==> src/rtl/div_pkg.sv <==
package div_pkg;

  // Condition field layout
  localparam int CRW   = 32;
  localparam int CR_LT = 31;
  localparam int CR_GT = 30;
  localparam int CR_EQ = 29;

  // Flags that steer output formatting
  typedef struct packed {
    logic sgn;
    logic word;
    logic modu;
    logic neg;
  } div_mode_t;

  // Full request: dividend placement plus formatting mode
  typedef struct packed {
    logic      ext;
    div_mode_t mode;
  } div_op_t;

  typedef enum logic [1:0] {
    ST_IDLE = 2'd0,
    ST_RUN  = 2'd1,
    ST_FIN  = 2'd2
  } div_st_e;

endpackage

==> src/rtl/div_ctrl.sv <==
module div_ctrl
  import div_pkg::*;
#(
  parameter int STEPS = 65
) (
  input  logic clk,
  input  logic rst,
  input  logic start,
  output logic accept,
  output logic step_en,
  output logic last_step,
  output logic fin,
  output logic busy
);

  localparam int CW = $clog2(STEPS + 1);

  div_st_e       st_q;
  logic [CW-1:0] cnt_q;

  always_comb begin
    accept    = start && (st_q == ST_IDLE);
    step_en   = (st_q == ST_RUN);
    last_step = step_en && (cnt_q == CW'(STEPS - 1));
    fin       = (st_q == ST_FIN);
    busy      = (st_q != ST_IDLE);
  end

  always_ff @(posedge clk) begin
    if (rst) begin
      st_q  <= ST_IDLE;
      cnt_q <= '0;
    end else begin
      unique case (st_q)
        ST_IDLE: begin
          if (start) begin
            st_q  <= ST_RUN;
            cnt_q <= '0;
          end
        end
        ST_RUN: begin
          if (last_step) st_q <= ST_FIN;
          else           cnt_q <= cnt_q + CW'(1);
        end
        ST_FIN:  st_q <= ST_IDLE;
        default: st_q <= ST_IDLE;
      endcase
    end
  end

endmodule

==> src/rtl/div_core.sv <==
module div_core
  import div_pkg::*;
#(
  parameter int XLEN = 64
) (
  input  logic            clk,
  input  logic            rst,
  input  logic            load,
  input  logic            step,
  input  logic [XLEN-1:0] dvd_in,
  input  logic [XLEN-1:0] dvs_in,
  input  div_op_t         op_in,
  output logic [XLEN-1:0] quot_q,
  output logic [XLEN-1:0] rem_q,
  output logic            ovf_q,
  output logic            rem_spill,
  output div_mode_t       mode_q
);

  localparam int HALF = XLEN / 2;
  localparam int NW   = 2 * XLEN;

  // Keep only the low half of an operand in 32-bit mode
  function automatic logic [XLEN-1:0] trim_word(input logic [XLEN-1:0] v,
                                                input logic word);
    return word ? {{HALF{1'b0}}, v[HALF-1:0]} : v;
  endfunction

  // Position the dividend inside the double-width numerator
  function automatic logic [NW-1:0] place_num(input logic [XLEN-1:0] a,
                                              input logic word,
                                              input logic ext);
    if (!ext) return {{XLEN{1'b0}}, a};
    if (word) return {{HALF{1'b0}}, a, {HALF{1'b0}}};
    return {a, {XLEN{1'b0}}};
  endfunction

  logic [XLEN-1:0] rem_r, quot_r, dvs_r;
  logic [XLEN:0]   low_r;
  logic            first_r, lead_r;
  div_mode_t       mode_r;

  logic [NW-1:0]   num_init;
  logic [XLEN:0]   trial;
  logic [XLEN+1:0] diff;
  logic            ge;

  assign num_init = place_num(trim_word(dvd_in, op_in.mode.word),
                              op_in.mode.word,
                              op_in.ext & ~op_in.mode.modu);

  always_comb begin
    trial     = {rem_r, low_r[XLEN]};
    diff      = {1'b0, trial} - {2'b00, dvs_r};
    ge        = ~diff[XLEN+1];
    // a set bit here would be dropped from the partial remainder
    rem_spill = step & ge & diff[XLEN];
  end

  always_ff @(posedge clk) begin
    if (rst) begin
      rem_r   <= '0;
      quot_r  <= '0;
      dvs_r   <= '0;
      low_r   <= '0;
      first_r <= 1'b0;
      lead_r  <= 1'b0;
      mode_r  <= '0;
    end else if (load) begin
      rem_r   <= {1'b0, num_init[NW-1:XLEN+1]};
      low_r   <= num_init[XLEN:0];
      quot_r  <= '0;
      dvs_r   <= trim_word(dvs_in, op_in.mode.word);
      first_r <= 1'b1;
      lead_r  <= 1'b0;
      mode_r  <= op_in.mode;
    end else if (step) begin
      rem_r   <= ge ? diff[XLEN-1:0] : trial[XLEN-1:0];
      low_r   <= {low_r[XLEN-1:0], 1'b0};
      quot_r  <= {quot_r[XLEN-2:0], ge};
      first_r <= 1'b0;
      if (first_r) lead_r <= ge;
    end
  end

  assign quot_q = quot_r;
  assign rem_q  = rem_r;
  assign ovf_q  = lead_r;
  assign mode_q = mode_r;

endmodule

==> src/rtl/div_post.sv <==
module div_post
  import div_pkg::*;
#(
  parameter int XLEN = 64
) (
  input  logic            clk,
  input  logic            rst,
  input  logic            fin,
  input  logic [XLEN-1:0] quot,
  input  logic [XLEN-1:0] rem,
  input  logic            ovf,
  input  div_mode_t       mode,
  output logic [XLEN-1:0] wr_data,
  output logic [CRW-1:0]  cr_data,
  output logic            done,
  output logic            bad
);

  localparam int HALF = XLEN / 2;

  // Does the quotient magnitude fit the mode's representable range?
  function automatic logic quot_fits(input logic [XLEN-1:0] q,
                                     input div_mode_t m);
    logic [XLEN-1:0] lim;
    if (!m.sgn) return m.word ? (q[XLEN-1:HALF] == '0) : 1'b1;
    lim = m.word ? (XLEN'(1) << (HALF - 1)) : (XLEN'(1) << (XLEN - 1));
    return m.neg ? (q <= lim) : (q < lim);
  endfunction

  // Apply sign and the 32-bit signed-divide upper clear
  function automatic logic [XLEN-1:0] shape_out(input logic [XLEN-1:0] mag,
                                                input div_mode_t m);
    logic [XLEN-1:0] v;
    v = (m.sgn && m.neg) ? (XLEN'(0) - mag) : mag;
    if (m.sgn && m.word && !m.modu) v[XLEN-1:HALF] = '0;
    return v;
  endfunction

  function automatic logic [CRW-1:0] cr_of(input logic [XLEN-1:0] v);
    logic [CRW-1:0] c;
    c        = '0;
    c[CR_LT] = v[XLEN-1];
    c[CR_GT] = ~v[XLEN-1] & (|v);
    c[CR_EQ] = (v == '0);
    return c;
  endfunction

  logic [XLEN-1:0] res;

  always_comb begin
    bad = ovf | (~mode.modu & ~quot_fits(quot, mode));
    res = bad ? '0 : shape_out(mode.modu ? rem : quot, mode);
  end

  always_ff @(posedge clk) begin
    if (rst) begin
      wr_data <= '0;
      cr_data <= '0;
      done    <= 1'b0;
    end else begin
      done <= fin;
      if (fin) begin
        wr_data <= res;
        cr_data <= cr_of(res);
      end
    end
  end

endmodule

==> src/rtl/iter_divider.sv <==
module iter_divider
  import div_pkg::*;
#(
  parameter int XLEN = 64
) (
  input  logic            clk,
  input  logic            rst,
  input  logic            start,
  input  logic [XLEN-1:0] dvd_mag,
  input  logic [XLEN-1:0] dvs_mag,
  input  logic            op_signed,
  input  logic            op_word,
  input  logic            op_ext,
  input  logic            op_mod,
  input  logic            neg_res,
  output logic [XLEN-1:0] wr_data,
  output logic [CRW-1:0]  cr_data,
  output logic            done
);

  // operand width steps plus one for the overflow weight
  localparam int STEPS = XLEN + 1;

  div_op_t         op_in;
  div_mode_t       mode_q;
  logic            accept, step_en, last_step, fin, busy;
  logic [XLEN-1:0] quot_q, rem_q;
  logic            ovf_q, rem_spill, bad;

  always_comb begin
    op_in.ext       = op_ext;
    op_in.mode.sgn  = op_signed;
    op_in.mode.word = op_word;
    op_in.mode.modu = op_mod;
    op_in.mode.neg  = neg_res;
  end

  div_ctrl #(.STEPS(STEPS)) u_ctrl (
    .clk       (clk),
    .rst       (rst),
    .start     (start),
    .accept    (accept),
    .step_en   (step_en),
    .last_step (last_step),
    .fin       (fin),
    .busy      (busy)
  );

  div_core #(.XLEN(XLEN)) u_core (
    .clk       (clk),
    .rst       (rst),
    .load      (accept),
    .step      (step_en),
    .dvd_in    (dvd_mag),
    .dvs_in    (dvs_mag),
    .op_in     (op_in),
    .quot_q    (quot_q),
    .rem_q     (rem_q),
    .ovf_q     (ovf_q),
    .rem_spill (rem_spill),
    .mode_q    (mode_q)
  );

  div_post #(.XLEN(XLEN)) u_post (
    .clk     (clk),
    .rst     (rst),
    .fin     (fin),
    .quot    (quot_q),
    .rem     (rem_q),
    .ovf     (ovf_q),
    .mode    (mode_q),
    .wr_data (wr_data),
    .cr_data (cr_data),
    .done    (done),
    .bad     (bad)
  );

endmodule

==> config.mk <==
export PLATFORM = sky130hd
export DESIGN_NAME = iter_divider
export DESIGN_NICKNAME = d
export VERILOG_FILES = /design/src/rtl/div_pkg.sv /design/src/rtl/div_ctrl.sv /design/src/rtl/div_core.sv /design/src/rtl/div_post.sv /design/src/rtl/iter_divider.sv
export SDC_FILE = /design/constraint.sdc
export NUM_CORES = 1
export LEC_CHECK = 0
export BUFFER_PORTS_ARGS = -buffer_cell sky130_fd_sc_hd__buf_2
export CAP_MARGIN = 20
export CORE_MARGIN = 2
export CORE_UTILIZATION = 30
export CTS_BUF_LIST = sky130_fd_sc_hd__clkbuf_8
export DETAILED_ROUTE_END_ITERATION = 7
export PLACE_DENSITY = 0.47
export SYNTH_ARGS = -nofsm -noshare
export SYNTH_HDL_FRONTEND = slang
export SYNTH_SLANG_ARGS = --single-unit
==> constraint.sdc <==
create_clock -name clk -period 3.9 [get_ports clk]
set_input_delay 0.975 -clock clk [delete_from_list [all_inputs] [get_ports clk]]
set_output_delay 0.975 -clock clk [all_outputs]
set_load 0.01 [all_outputs]
; ---- Word level (Yosys, flattened, before mapping)
; Index checks and enable logic that the tools add are counted.
[totals]
memories = 0
register_bits = 340
input_bits = 136
mem_bits_ro = 0
latch_bits = 0
ramBits = 0
out_inout_bits = 97
word_cells = 81
[op_classes]
n_mux = 29
n_shift = 0
order_cmp = 2
multipliers = 0
n_reduce_logical = 16
eq_ne = 6
bitwise_logic = 9
div_mod_pow = 0
add_sub_neg = 3
[ops]
columns = operator, count
row1 = 128-bit two-way mux, 4
row2 = 64-bit two-way mux, 7
row3 = 65-bit two-way mux, 2
row4 = 63-bit two-way mux, 2
row5 = 65-bit by 64-bit subtractor with 66-bit output, 1
row6 = 64-bit <= comparator, 1
row7 = 64-bit logical NOT, 1
row8 = 64-bit less-than comparator, 1
row9 = 64-bit OR reduction, 1
row10 = 1-bit by 64-bit subtractor with 64-bit output (first input constant), 1
row11 = 32-bit logical NOT, 1
row12 = 32-bit two-way mux, 1
row13 = 7-bit two-way mux, 2
row14 = 7-bit case mux with 2 select lines, 1
row15 = 7-bit by 1-bit adder with 7-bit output (second input constant), 1
row16 = 7-bit == test (second input constant), 1
row17 = 1-bit two-way mux, 7
row18 = 1-bit logical AND, 5
row19 = 1-bit NOT, 5
row20 = 2-bit two-way mux, 2
row21 = 2-bit inequality test (second input constant), 2
row22 = 2-bit case mux with 2 select lines, 1
row23 = 2-bit AND reduction, 2
row24 = 2-bit nonzero test, 2
row25 = 9 further kinds, 11

; ---- Logic depth before layout (Yosys ltp)
; Gate-level depths: netlist (run 1).
[depth]
ltp_word = 10
ltp_mapped = 18
depth_no_buf = 13

; ---- Modules after synthesis
; A second synthesis (run 1) with hierarchy kept.
[hier_totals]
hier_cells = 2947
area_unflattened_um2 = 23187.2
[modules_own_cells]
columns = mod, cells_per_inst, seq_area_each_um2, area_per_inst_um2, n_inst
row1 = div_core, 1953, 5265.0, 15486.1, 1
row2 = div_post, 934, 1341.3, 7190.6, 1
row3 = div_ctrl, 60, 180.2, 510.5, 1

; ---- Worst setup path after synthesis (run 1)
; OpenSTA, ideal clock, no wires.
[synth_timing]
path_type = reg-to-reg
from = register u_core.mode_r, in the netlist u_core.mode_q[1]
to = register u_post.cr_data[29]
arrival_time_ps = 3911
n_path_buf = 6
period_less_slack_ps = 4026
setup_slack_ps = -126
setup_ps = 115
required_time_ps = 3785
stages_incl_launch_ff = 18
cell_sequence = dfxtp_1 buf_6 buf_2 buf_2 buf_2 buf_2 buf_2 mux2i_1 ha_1 o211a_1 nand3_1 or3_1 o31ai_1 xor2_1 nor4_1 and4_1 a41o_1 a31o_1
[synth_via]
elab_chain_cells = 6
word_cells_on_any_way = 11
cone_classes = add/sub (1) / mux (4) / bitwise (3) / reduce/logical (3)
[synth_lines]
columns = element, line
row1 = start: declaration, div_core.sv:41  ; div_mode_t mode_r;
row2 = start signal: assignment, div_core.sv:76  ; mode_r <= op_in.mode;
row3 = 64-bit two-way mux, div_post.sv:52  ; res = bad ? '0 : shape_out(mode.modu ? rem : quot, mode);
row4 = 1-bit by 64-bit subtractor with 64-bit output, div_post.sv:34  ; v = (m.sgn && m.neg) ? (XLEN'(0) - mag) : mag;
row5 = 64-bit two-way mux, div_post.sv:34
row6 = 32-bit two-way mux, div_post.sv:35  ; if (m.sgn && m.word && !m.modu) v[XLEN-1:HALF] = '0;
row7 = 64-bit two-way mux *, div_post.sv:52
row8 = 64-bit logical NOT *, div_post.sv:44  ; c[CR_EQ] = (v == '0);
row9 = end signal: assignment, div_post.sv:64  ; cr_data <= cr_of(res);
row10 = end: declaration, div_post.sv:14  ; output logic [CRW-1:0] cr_data,
; Every way passes the cells marked *; elsewhere a longest branch is shown, timed or not.
; A chain may end at the register's enable or synchronous reset.

; ---- Worst setup path after layout (run 1)
; Same ends and word-level chain as after synthesis.

==> metrics.csv, run 1 <==
stage,metric,value,unit
synth,mean post-synth cell area,7.50,um2
drt,vias after detailed routing,22300,
clock_network,H-Tree Depth,3,
sta,worst-margin pin slew,0.905,ns
synth,top cell type's share of synthesized area,32.2,%
sta,Max Clock Skew,0.0420,ns
sta,fmax,264,MHz
synth,top post-synthesis cells by area,"dfxtp_1 (32%), a21oi_1 (8.2%), nand2_1 (8.0%)",
synth,register area share after synthesis,32.2,%
global_route,Congestion Overflow GR,0,
sta,setup violators final,0,
setup_path,CP startpoint kind,flip-flop,
die,# rows,97,
clock_network,Worst-path clk slew,0.06,ns
synth,YS warnings,0,
power,Int Power,9190,uW
sta,final-report max-slew violation count,0,
clock_network,clock latency on the worst-skew pair,0.69,ns
finish,"commonest non-fill, non-tap cell in the layout",nand2_1,
power,switch share,44.2,%
power,Comb pwr share,52.0,%
setup_path,crit path capture,u_post.cr_data[29],
sta,Slew Limit Headroom,39.7,%
die,Starting Density,30.2,%
setup_path,CP Class,flip-flop to flip-flop,
synth,Yosys reg bits,339,
sta,Final period util,97.0,%
clock_network,CTS tree,done,
synth,"Primary FF master, synth",dfxtp_1,
setup_path,Critical Path RT,4.52,ns
power,Flop pwr share,24.7,%
clock_network,CTS Buffer Depth,3,
sta,"Min Clock Period, post-route",3.78,ns
finish,Fillers,7464,
place,routability cong.,0.947,
drt,initial DRC count,2057,
die,die area,72400,um2
clock_network,TritonCTS Sinks,339,
job,max cap viols,0,
global_route,largest net degree at the start of global routing,89,
synth,Mapped Cells,2811,
finish,"commonest non-fill, non-tap cells in the layout","nand2_1 (447), a21oi_1 (346), dfxtp_1 (336), buf_2 (202), nor2_1 (177)",
die,Core ar.,69800,um2
finish,"Design Area, Final",25300,um2
die,Horiz. Die Dim,269,um
setup_path,CP arrival,4.40,ns
global_route,first-pass GRT wire length,132000,um
sta,unrepaired setup endpoints after global routing,true,
finish,nets@finish,3262,
setup_path,Worst setup EP type,flip-flop,
clock_network,CTS buffer count,69,
clock_network,clk root buf,clkbuf_8,
setup_path,CP Buf/Inv Count,2,
synth,fraction of registers with async set/reset,0,%
drt,Post-DRT Antenna Nets,0,
run_status,status,"complete, no violations",
setup_path,reg2reg start,u_core.mode_q[1],
setup_path,Worst path max stage delay,0.58,ns
hold_path,worst min path class,flip-flop to flip-flop,
setup_path,Reg2Reg Depth,12,
drt,DRT Pass-1 Iters,8,
drt,drt wl/cell,22.0,um
die,Boundary Pins,233,
drt,vias per cell,5.50,
setup_path,CP max FO,19,
die,Die Ht,269,um
synth,"area leader, netlist",dfxtp_1,
finish,Synth-to-Final Area Change,20.0,%
power,peak supply drop,0.404,mV
global_route,GRT Total Usage,24.0,%
place,Area after DPL,23700,um2
drt,# DRC,0,
place,hpwl dp,67900,um
setup_path,reg-to-reg endpoint,u_post.cr_data[29],
setup_path,crit path launch,u_core.mode_q[1],
finish,layout cell share with drive strength beyond 1,17.4,%
power,power per cell area,651,nW/um2
setup_path,kind of cell adding the most delay to the critical path,simple AND/OR/NAND/NOR gates,
global_route,initial antenna violation count,5,
setup_path,R2R setup slack,0.12,ns
power,NetSw,7270,uW
synth,count of cell types in the netlist,84,
sta,final hold viol count,0,
setup_path,CP max stage cell,or4_1,
place,input/output buffers,203,
drt,final wirelength,89100,um
finish,Util after Layout,36.3,%
power,clock power share,23.4,%
setup_path,Critical Path Stages,12,
global_route,vias in the first global route,21200,
synth,"EDFF count, synth",0,
setup_path,"Critical Path, Cell by Cell",buf_8 > or4_1 > a222oi_1 > buf_4 > nand3_1 > or3_1 > o31ai_2 > xor2_2 > nor4_1 > and4_1 > a41o_1 > a31o_1,
power,Lkg Pwr,0.0101,uW
synth,synthesized area,21100,um2
==> power by group through the flow <==
stage	clock network, uW	registers (uW)	logic [uW]
5_1_grt	4100	4070	9200
4_1_cts	3960	4050	8360
2_1_floorplan	0	4010	5370
3_5_place_dp	0	4120	8310
3_3_place_gp	0	4120	8330
6_report	3850	4060	8550
==> state kept, by name, indices dropped and copies added (netlist names), 2 cells and up <==
name / count
u_core.low_r: 65
u_post.cr_data: 2
u_core.quot_q: 64
u_core.rem_q: 64
u_ctrl.st_q: 2
u_ctrl.cnt_q: 7
u_core.dvs_r: 64
u_post.wr_data: 64
u_core.mode_q: 4
==> cells by family (layout without fill, tap and decap cells) <==
logic type      count (synthesis)  after routing  share of synthesized area, %
simple gates                  979            979                          21.5
compound gates                907            907                          27.0
flops                         339            339                          32.2
buf+inv                       314            585                          6.27
xor+xnor                      119            119                          4.95
mux                            82             82                          3.96
fa+ha+maj                      70             70                          4.19
other cells                     1             35                        0.0178
==> Yosys cell counts (20+ instances only) <==
cell / number
a21o_1: 50
a21oi_1: 346
a22oi_1: 120
a31oi_1: 26
buf_4: 30
clkbuf_1: 163
dfxtp_1: 339
ha_1: 69
inv_1: 85
mux2i_1: 71
nand2_1: 449
nand3_1: 85
nand4_1: 20
nor2_1: 178
nor3_1: 68
nor4_1: 26
o21ai_0: 148
o22ai_1: 33
xnor2_1: 82
xor2_1: 37
==> per-stage QoR <==
| stage | setup TNS [ns] | worst slack, ns | total power [uW] | instances | hold slack [ns] |
|---|---|---|---|---|---|
| floorplan | 0 | 0.00241 | 9380 | 2839 | 0.432 |
| global placement | -0.0130 | -0.0130 | 12400 | 3921 | 0.437 |
| detailed placement | -0.0255 | -0.0255 | 12400 | 3921 | 0.445 |
| finish | 0 | 0.116 | 16500 | 4056 | 0.448 |
| CTS | 0 | 0.0377 | 16400 | 4046 | 0.442 |
| global route | -0.0480 | -0.0480 | 17400 | 4052 | 0.461 |
==> worst min-delay path: stages, from the launching register on <==
cell     delay (ns)
dfxtp_1        0.30
nand2_1        0.05
a21oi_1        0.05
==> routing by layer <==
metal / track usage [%] / routed length [um] / vias to the layer above
met1: 34.3 / 41900 / 10700
li1: - / - / 10600
met3: 3.94 / 6110 / 128
met2: 37.3 / 39100 / 822
met5: 0 / 0 / -
met4: 6.34 / 1930 / 0
==> layout make-up <==
type / instances / area, um2 / share of cell area (%)
Sequential cell: 339 / 6790 / 26.9
Antenna cell: 6 / 15.0 / 0.0594
Multi-Input combinational cell: 2186 / 13200 / 52.2
Clock inverter: 42 / 269 / 1.06
Timing Repair Buffer: 375 / 2370 / 9.37
Tap cell: 940 / 1180 / 4.65
Clock buffer: 83 / 1140 / 4.52
Inverter: 85 / 319 / 1.26
==> worst min-delay path by stage <==
stage / to / from / slack, ns / cells past startpoint
3_5_place_dp: u_core.low_r[4] / u_core.low_r[4] / 0.44 / 2
5_1_grt: u_core.dvs_r[48] / dvs_mag[48] / 0.46 / 3
3_3_place_gp: u_core.low_r[61] / u_core.low_r[60] / 0.44 / 2
2_1_floorplan: u_core.low_r[22] / u_core.low_r[22] / 0.43 / 2
4_1_cts: u_core.dvs_r[55] / dvs_mag[55] / 0.44 / 3
6_report: u_post.wr_data[36] / u_post.wr_data[36] / 0.45 / 2
==> timing repair <==
item | CTS | global route
setup buffers | 0 | 4
pin swaps | 0 | 5
setup endpoints to repair | 1 | 15
hold buffers | 0 | 0
gates resized for setup | 1 | 16
Power figures use the tool's default switching activity.
==> inputs of run 2 (changes only) <==
- SETUP_SLACK_MARGIN: default -> 0.15
==> metrics.csv, run 2 (synthesis gave the netlist of run 1 again) <==
stage,metric,value,unit,change
setup_path,kind of cell adding the most delay to the critical path,simple AND/OR/NAND/NOR gates,,
drt,metal2 WL,38400,um,-1.7%
job,max cap viols,0,,unchanged
power,peak supply drop,0.294,mV,-27%
clock_network,CTS buffer count,69,,unchanged
finish,"commonest non-fill, non-tap cells in the layout","nand2_1 (447), a21oi_1 (343), dfxtp_1 (333), buf_2 (202), buf_4 (182)",,
place,hpwl dp,66600,um,-1.8%
clock_network,H-Tree Depth,3,,unchanged
drt,Post-DRT Antenna Nets,0,,unchanged
clock_network,CTS tree,done,,
sta,unrepaired setup endpoints after global routing,true,,
setup_path,CP dominant cell by count,buf_4,,
global_route,GRT Total Usage,23.4,%,-0.59 points
global_route,vias in the first global route,21500,,+1.1%
setup_path,CP Buf/Inv Count,5,,+3
sta,final hold viol count,0,,unchanged
clock_network,clock latency on the worst-skew pair,0.70,ns,about the same
power,Comb pwr share,52.6,%,+0.6 points
power,switch share,43.8,%,-0.39 points
power,clock power share,23.0,%,-0.4 points
die,die area,72400,um2,unchanged
die,Core ar.,69800,um2,unchanged
die,# rows,97,,unchanged
setup_path,Worst path max stage delay,0.46,ns,-0.12 ns
drt,# DRC,0,,unchanged
drt,Max Used Layer,met5,,
clock_network,CTS Buffer Depth,3,,unchanged
sta,setup violators final,0,,unchanged
power,Lkg Pwr,0.0103,uW,+2.1%
die,Boundary Pins,233,,unchanged
power,Flop pwr share,24.4,%,-0.3 points
finish,"commonest non-fill, non-tap cell in the layout",nand2_1,,
finish,Largest register FFs,65,,unchanged
power,Int Power,9350,uW,+1.8%
finish,Reg with most FFs,u_core.low_r,,
drt,Met1 Wirelength,41500,um,-1.1%
power,power per cell area,645,nW/um2,-0.81%
hold_path,worst min path class,flip-flop to flip-flop,,
setup_path,Worst setup EP type,flip-flop,,
finish,"Design Area, Final",25800,um2,+1.9%
clock_network,clk root buf,clkbuf_8,,
sta,Max Clock Skew,0.0460,ns,+0.00400 ns
place,routability cong.,0.954,,+0.69%
power,NetSw,7280,uW,+0.17%
global_route,largest net degree at the start of global routing,138,,+55%
drt,vias after detailed routing,22400,,+0.26%
sta,Slew Limit Headroom,38.7,%,-0.93 points
die,Starting Density,30.2,%,unchanged
setup_path,CP max FO,6,,-13
run_status,status,"complete, no violations",,
setup_path,CP startpoint kind,flip-flop,,
drt,DRT Pass-1 Iters,5,,-3
setup_path,Critical Path RT,4.45,ns,-0.07 ns
sta,"Min Clock Period, post-route",3.68,ns,-0.103 ns
setup_path,CP max stage cell,or4_4,,
sta,fmax,272,MHz,+2.8%
sta,Final period util,94.4,%,-2.6 points
place,input/output buffers,203,,unchanged
global_route,first-pass GRT wire length,129000,um,-1.9%
finish,nets@finish,3287,,+0.77%
sta,worst-margin pin slew,0.919,ns,+0.0139 ns
clock_network,Worst-path clk slew,0.06,ns,about the same
global_route,initial antenna violation count,2,,-3
drt,metal3 WL,5670,um,-7.2%
setup_path,CP arrival,4.23,ns,-0.17 ns
finish,Synth-to-Final Area Change,22.3,%,
drt,final wirelength,88000,um,-1.2%
drt,initial DRC count,1989,,-3.3%
place,Area after DPL,23900,um2,+0.66%
drt,vias per cell,5.49,,-0.13%
die,Horiz. Die Dim,269,um,unchanged
setup_path,R2R setup slack,0.22,ns,+0.10 ns
setup_path,"Critical Path, Cell by Cell",buf_6 > buf_4 > or3b_4 > a222oi_1 > buf_4 > nand4_1 > buf_6 > or4_4 > buf_4 > nor2_4 > a41oi_2 > xnor2_2 > nor3_2 > a41o_1 > a31o_1,,
drt,drt wl/cell,21.6,um,-1.6%
die,Die Ht,269,um,unchanged
clock_network,# hold bufs at CTS,0,,unchanged
setup_path,CP Class,flip-flop to flip-flop,,
clock_network,TritonCTS Sinks,339,,unchanged
power,Pwr Total,16600,uW,+1.1%
sta,final-report max-slew violation count,0,,unchanged
global_route,Congestion Overflow GR,0,,unchanged
finish,layout cell share with drive strength beyond 1,19.0,%,+1.6 points
-- run 2: cell count changes in the layout (fill, tap and decap cells not counted), moves of 4 or more --
cell / change
buf_4: +15
buf_12: +5
buf_6: +5
clkinv_2: -5
diode_2: -5
clkbuf_8: +4
o41ai_1: -4
-- run 2: final timing paths --
check	start	endpoint	cells past startpoint
worst max register to register	u_core.mode_q[1]	u_post.cr_data[29]	15
worst min register to register	u_core.low_r[26]	u_core.low_r[27]	2
worst max-delay path	u_core.mode_q[1]	u_post.cr_data[29]	15
worst min-delay path	u_core.low_r[26]	u_core.low_r[27]	2
-- run 2: layout make-up --
class,instances,area (um2)
Sequential cell,339,6800
Clock buffer,87,1200
Fill cell,7407,44000
Multi-Input combinational cell,2186,13400
Clock inverter,34,198
Timing Repair Buffer,400,2640
Inverter,85,319
Antenna cell,1,2.50
Tap cell,940,1180
-- run 2: tightest hold or removal path, stage by stage (launching register included) --
cell	delay, ns
dfxtp_1	0.31
nand2_1	0.05
a311oi_1	0.07
-- run 2: repair_timing --
action                                  CTS  global route
gates resized for setup                   9            58
endpoints found under the setup margin    5            11
setup buffers                             2            16
pin swaps                                 2            28
-- run 2: power by group through the flow --
stage	clock network, uW	registers [uW]	logic [uW]
global placement	0	4120	8390
CTS	3930	4050	8450
finish	3820	4060	8760
floorplan	0	4010	5380
detailed placement	0	4120	8380
global route	4060	4070	9450
-- run 2: through the flow --
stage / TNS [ns] / hold slack (ns) / std cells / setup WS [ns] / util [%]
CTS: 0 / 0.434 / 4055 / 0.151 / 36.3
global placement: -0.144 / 0.440 / 3932 / -0.144 / 34.3
floorplan: 0 / 0.432 / 2839 / 0.202 / -
global route: 0 / 0.466 / 4071 / 0.127 / 36.9
finish: 0 / 0.444 / 4072 / 0.219 / 36.9
detailed placement: -0.0583 / 0.443 / 3932 / -0.0583 / 34.3
-- run 2: layer usage --
layer / GRT usage [%] / up-vias
li1: - / 10700
met2: 36.2 / 787
met5: 0 / -
met3: 4.56 / 152
met4: 7.43 / 4
met1: 32.7 / 10800
==> inputs of run 3 (changes only) <==
- ABC_AREA: default -> 1
==> metrics.csv, run 3 <==
stage,metric,value,unit,change
clock_network,clk root buf,clkbuf_8,,
clock_network,Post-CTS Resized,0,,-9
synth,mean post-synth cell area,6.11,um2,-19%
die,die area,78200,um2,+8.0%
clock_network,clock latency on the worst-skew pair,0.69,ns,about the same
drt,final wirelength,105000,um,+19%
drt,Post-DRT Antenna Nets,0,,unchanged
place,input/output buffers,203,,unchanged
synth,Mapped Cells,3732,,+33%
power,power per cell area,735,nW/um2,+14%
finish,Largest register FFs,65,,unchanged
hold_path,worst min path class,flip-flop to flip-flop,,
clock_network,"Setup Fix Bufs, Post-CTS",0,,-2
sta,worst-margin pin slew,0.830,ns,-0.0895 ns
setup_path,Reg2Reg Depth,13,,-2
clock_network,# hold bufs at CTS,0,,unchanged
global_route,first-pass GRT wire length,153000,um,+18%
drt,initial DRC count,2333,,+17%
synth,synthesized area,22800,um2,+8.2%
setup_path,Critical Path RT,4.50,ns,+0.05 ns
sta,final hold viol count,0,,unchanged
global_route,largest net degree at the start of global routing,98,,-29%
synth,"area leader, netlist",dfxtp_1,,
clock_network,CTS buffer count,69,,unchanged
sta,setup violators final,0,,unchanged
synth,top post-synthesis cells by area,"dfxtp_1 (30%), nand2_1 (17%), a21oi_1 (7.9%)",,
global_route,GRT Total Usage,26.2,%,+2.7 points
clock_network,H-Tree Depth,3,,unchanged
sta,final-report max-slew violation count,0,,unchanged
setup_path,CP max FO,23,,+17
setup_path,CP Class,flip-flop to flip-flop,,
finish,layout cell share with drive strength beyond 1,11.3,%,-7.6 points
synth,"Primary FF master, synth",dfxtp_1,,
synth,fraction of registers with async set/reset,0,%,unchanged
finish,Synth-to-Final Area Change,15.4,%,
run_status,status,"complete, no violations",,
die,Core ar.,75600,um2,+8.3%
power,peak supply drop,0.398,mV,+35%
sta,unrepaired setup endpoints after global routing,false,,
global_route,vias in the first global route,24000,,+12%
setup_path,reg-to-reg endpoint,u_core.rem_q[46],,
job,max cap viols,0,,unchanged
synth,cell with the most instances after synthesis,nand2_1,,
die,Boundary Pins,233,,unchanged
setup_path,R2R setup slack,0.43,ns,+0.21 ns
synth,YS warnings,0,,unchanged
place,Placed Cells,4812,,+22%
synth,top cell type's share of synthesized area,29.8,%,-2.4 points
synth,register area share after synthesis,29.8,%,-2.4 points
setup_path,reg2reg start,u_core.rem_q[31],,
setup_path,Worst setup EP type,flip-flop,,
drt,drt wl/cell,21.3,um,-1.6%
place,Area after DPL,24900,um2,+4.1%
synth,Yosys reg bits,339,,unchanged
sta,"Min Clock Period, post-route",3.47,ns,-0.209 ns
die,Starting Density,30.2,%,-0.037 points
synth,"EDFF count, synth",0,,unchanged
power,Pwr Total,19300,uW,+16%
global_route,initial antenna violation count,3,,+1
finish,nets@finish,4111,,+25%
sta,Final period util,89.0,%,-5.4 points
clock_network,CTS Buffer Depth,3,,unchanged
synth,count of cell types in the netlist,53,,-37%
place,routability cong.,1.03,,+7.9%
clock_network,CTS tree,done,,
hold_path,Worst Hold Depth,2,,unchanged
clock_network,TritonCTS Sinks,339,,unchanged
synth,Commonest cells post-synth,"nand2_1 (1,022), inv_1 (474), a21oi_1 (359), dfxtp_1 (339), o21ai_0 (315)",,
die,Die Ht,280,um,+3.9%
sta,fmax,288,MHz,+6.0%
finish,"commonest non-fill, non-tap cells in the layout","nand2_1 (1,022), inv_1 (498), a21oi_1 (359), dfxtp_1 (338), o21ai_0 (315)",,
clock_network,Worst-path clk slew,0.06,ns,about the same
global_route,Congestion Overflow GR,0,,unchanged
finish,"Design Area, Final",26300,um2,+2.0%
drt,DRT Pass-1 Iters,6,,+1
finish,"commonest non-fill, non-tap cell in the layout",nand2_1,,
setup_path,CP startpoint kind,flip-flop,,
finish,post-route insts no fill,4932,,+21%
place,hpwl dp,83000,um,+25%
die,# rows,101,,+4.1%
setup_path,CP arrival,4.07,ns,-0.16 ns
sta,Slew Limit Headroom,44.1,%,+5.4 points
power,Lkg Pwr,0.0125,uW,+21%
hold_path,hold path endpoint,u_core.dvs_r[11],,
drt,vias per cell,5.15,,-6.1%
finish,Reg with most FFs,u_core.low_r,,
hold_path,hold path start,u_core.dvs_r[11],,
drt,# DRC,0,,unchanged
sta,Max Clock Skew,0.0443,ns,-0.00168 ns
finish,Util after Layout,34.8,%,-2.1 points
drt,vias after detailed routing,25400,,+14%
die,Horiz. Die Dim,280,um,+3.9%
sta,Fin Setup TNS,0,ns,unchanged
## run 3: changes by cell type in the layout (fill, tap and decap cells not counted), moves of 62 or more
| cell | delta |
|---|---|
| nand2_1 | +575 |
| inv_1 | +391 |
| mux2i_1 | -69 |
| nor2_1 | +133 |
| xnor2_1 | -62 |
| buf_4 | -119 |
| a22oi_1 | -68 |
| nand3_1 | +135 |
| o21ai_0 | +169 |
## run 3: final cells by class
class	instances	area, um2
multi-input cells	2732	13300
repair buffers	276	1700
well taps	978	1220
flip-flops and latches	339	6790
clock inverters	37	309
diodes	3	7.51
clock buffers	80	1100
inverters	487	1830
fillers	8619	49300
## run 3: worst max-delay path by stage
stage	startpoint	to	slack, ns	cells past startpoint
6_report	u_core.rem_q[31]	u_core.rem_q[46]	0.43	13
5_1_grt	u_core.mode_q[1]	u_post.cr_data[29]	0.20	19
4_1_cts	u_core.mode_q[1]	u_post.cr_data[29]	0.44	21
3_5_place_dp	u_core.mode_q[1]	u_post.cr_data[29]	0.46	21
3_3_place_gp	u_core.mode_q[1]	u_post.cr_data[29]	0.49	19
2_1_floorplan	u_core.low_r[64]	u_core.rem_q[48]	1.24	16
## run 3: cell families (layout without fill, tap and decap cells)
kind of cell	after synthesis	after routing	share of synthesized area [%]
and+or+nand+nor	1679	1679	30.4
DFF	339	339	29.8
xor gates and xnor gates	31	31	1.19
AOI/OAI and AO/OA	923	923	22.3
adders and majority gates	70	70	3.88
buffers and inverters	689	880	12.4
other	1	32	0.0165
## run 3: through the flow
step	setup slack [ns]	hold slack, ns
after CTS	0.444	0.466
after floorplan	1.24	0.429
after global placement	0.489	0.446
after global routing	0.195	0.484
final	0.428	0.457
after detailed placement	0.459	0.453
## run 3: critical path, stage by stage, from the launching register on
cell and delay [ns]:
dfxtp_1 0.52, ha_1 0.36, a21oi_1 0.21, o21ai_0 0.21
a21oi_1 0.18, a21boi_0 0.34, o21ai_0 0.22, nand2_1 0.10
and3_1 0.16, nand2_2 0.20, nor2_2 0.37, buf_12 0.23
a21oi_1 0.13, o21ai_0 0.15
## run 3: metal layers
metal / vias up / global-route usage [%] / wire (um)
li1: 12500 / - / -
met1: 11800 / 34.1 / 44900
met2: 989 / 42.3 / 47300
met3: 190 / 4.40 / 7610
met4: 2 / 11.9 / 5000
met5: - / 0 / 11
## run 3: power by group
group          switching (uW)  internal [uW]  leakage (uW)
sequential                477           3800       0.00276
combinational            7740           3390       0.00890
clock                    1730           2200      0.000811
total                    9960           9390        0.0125
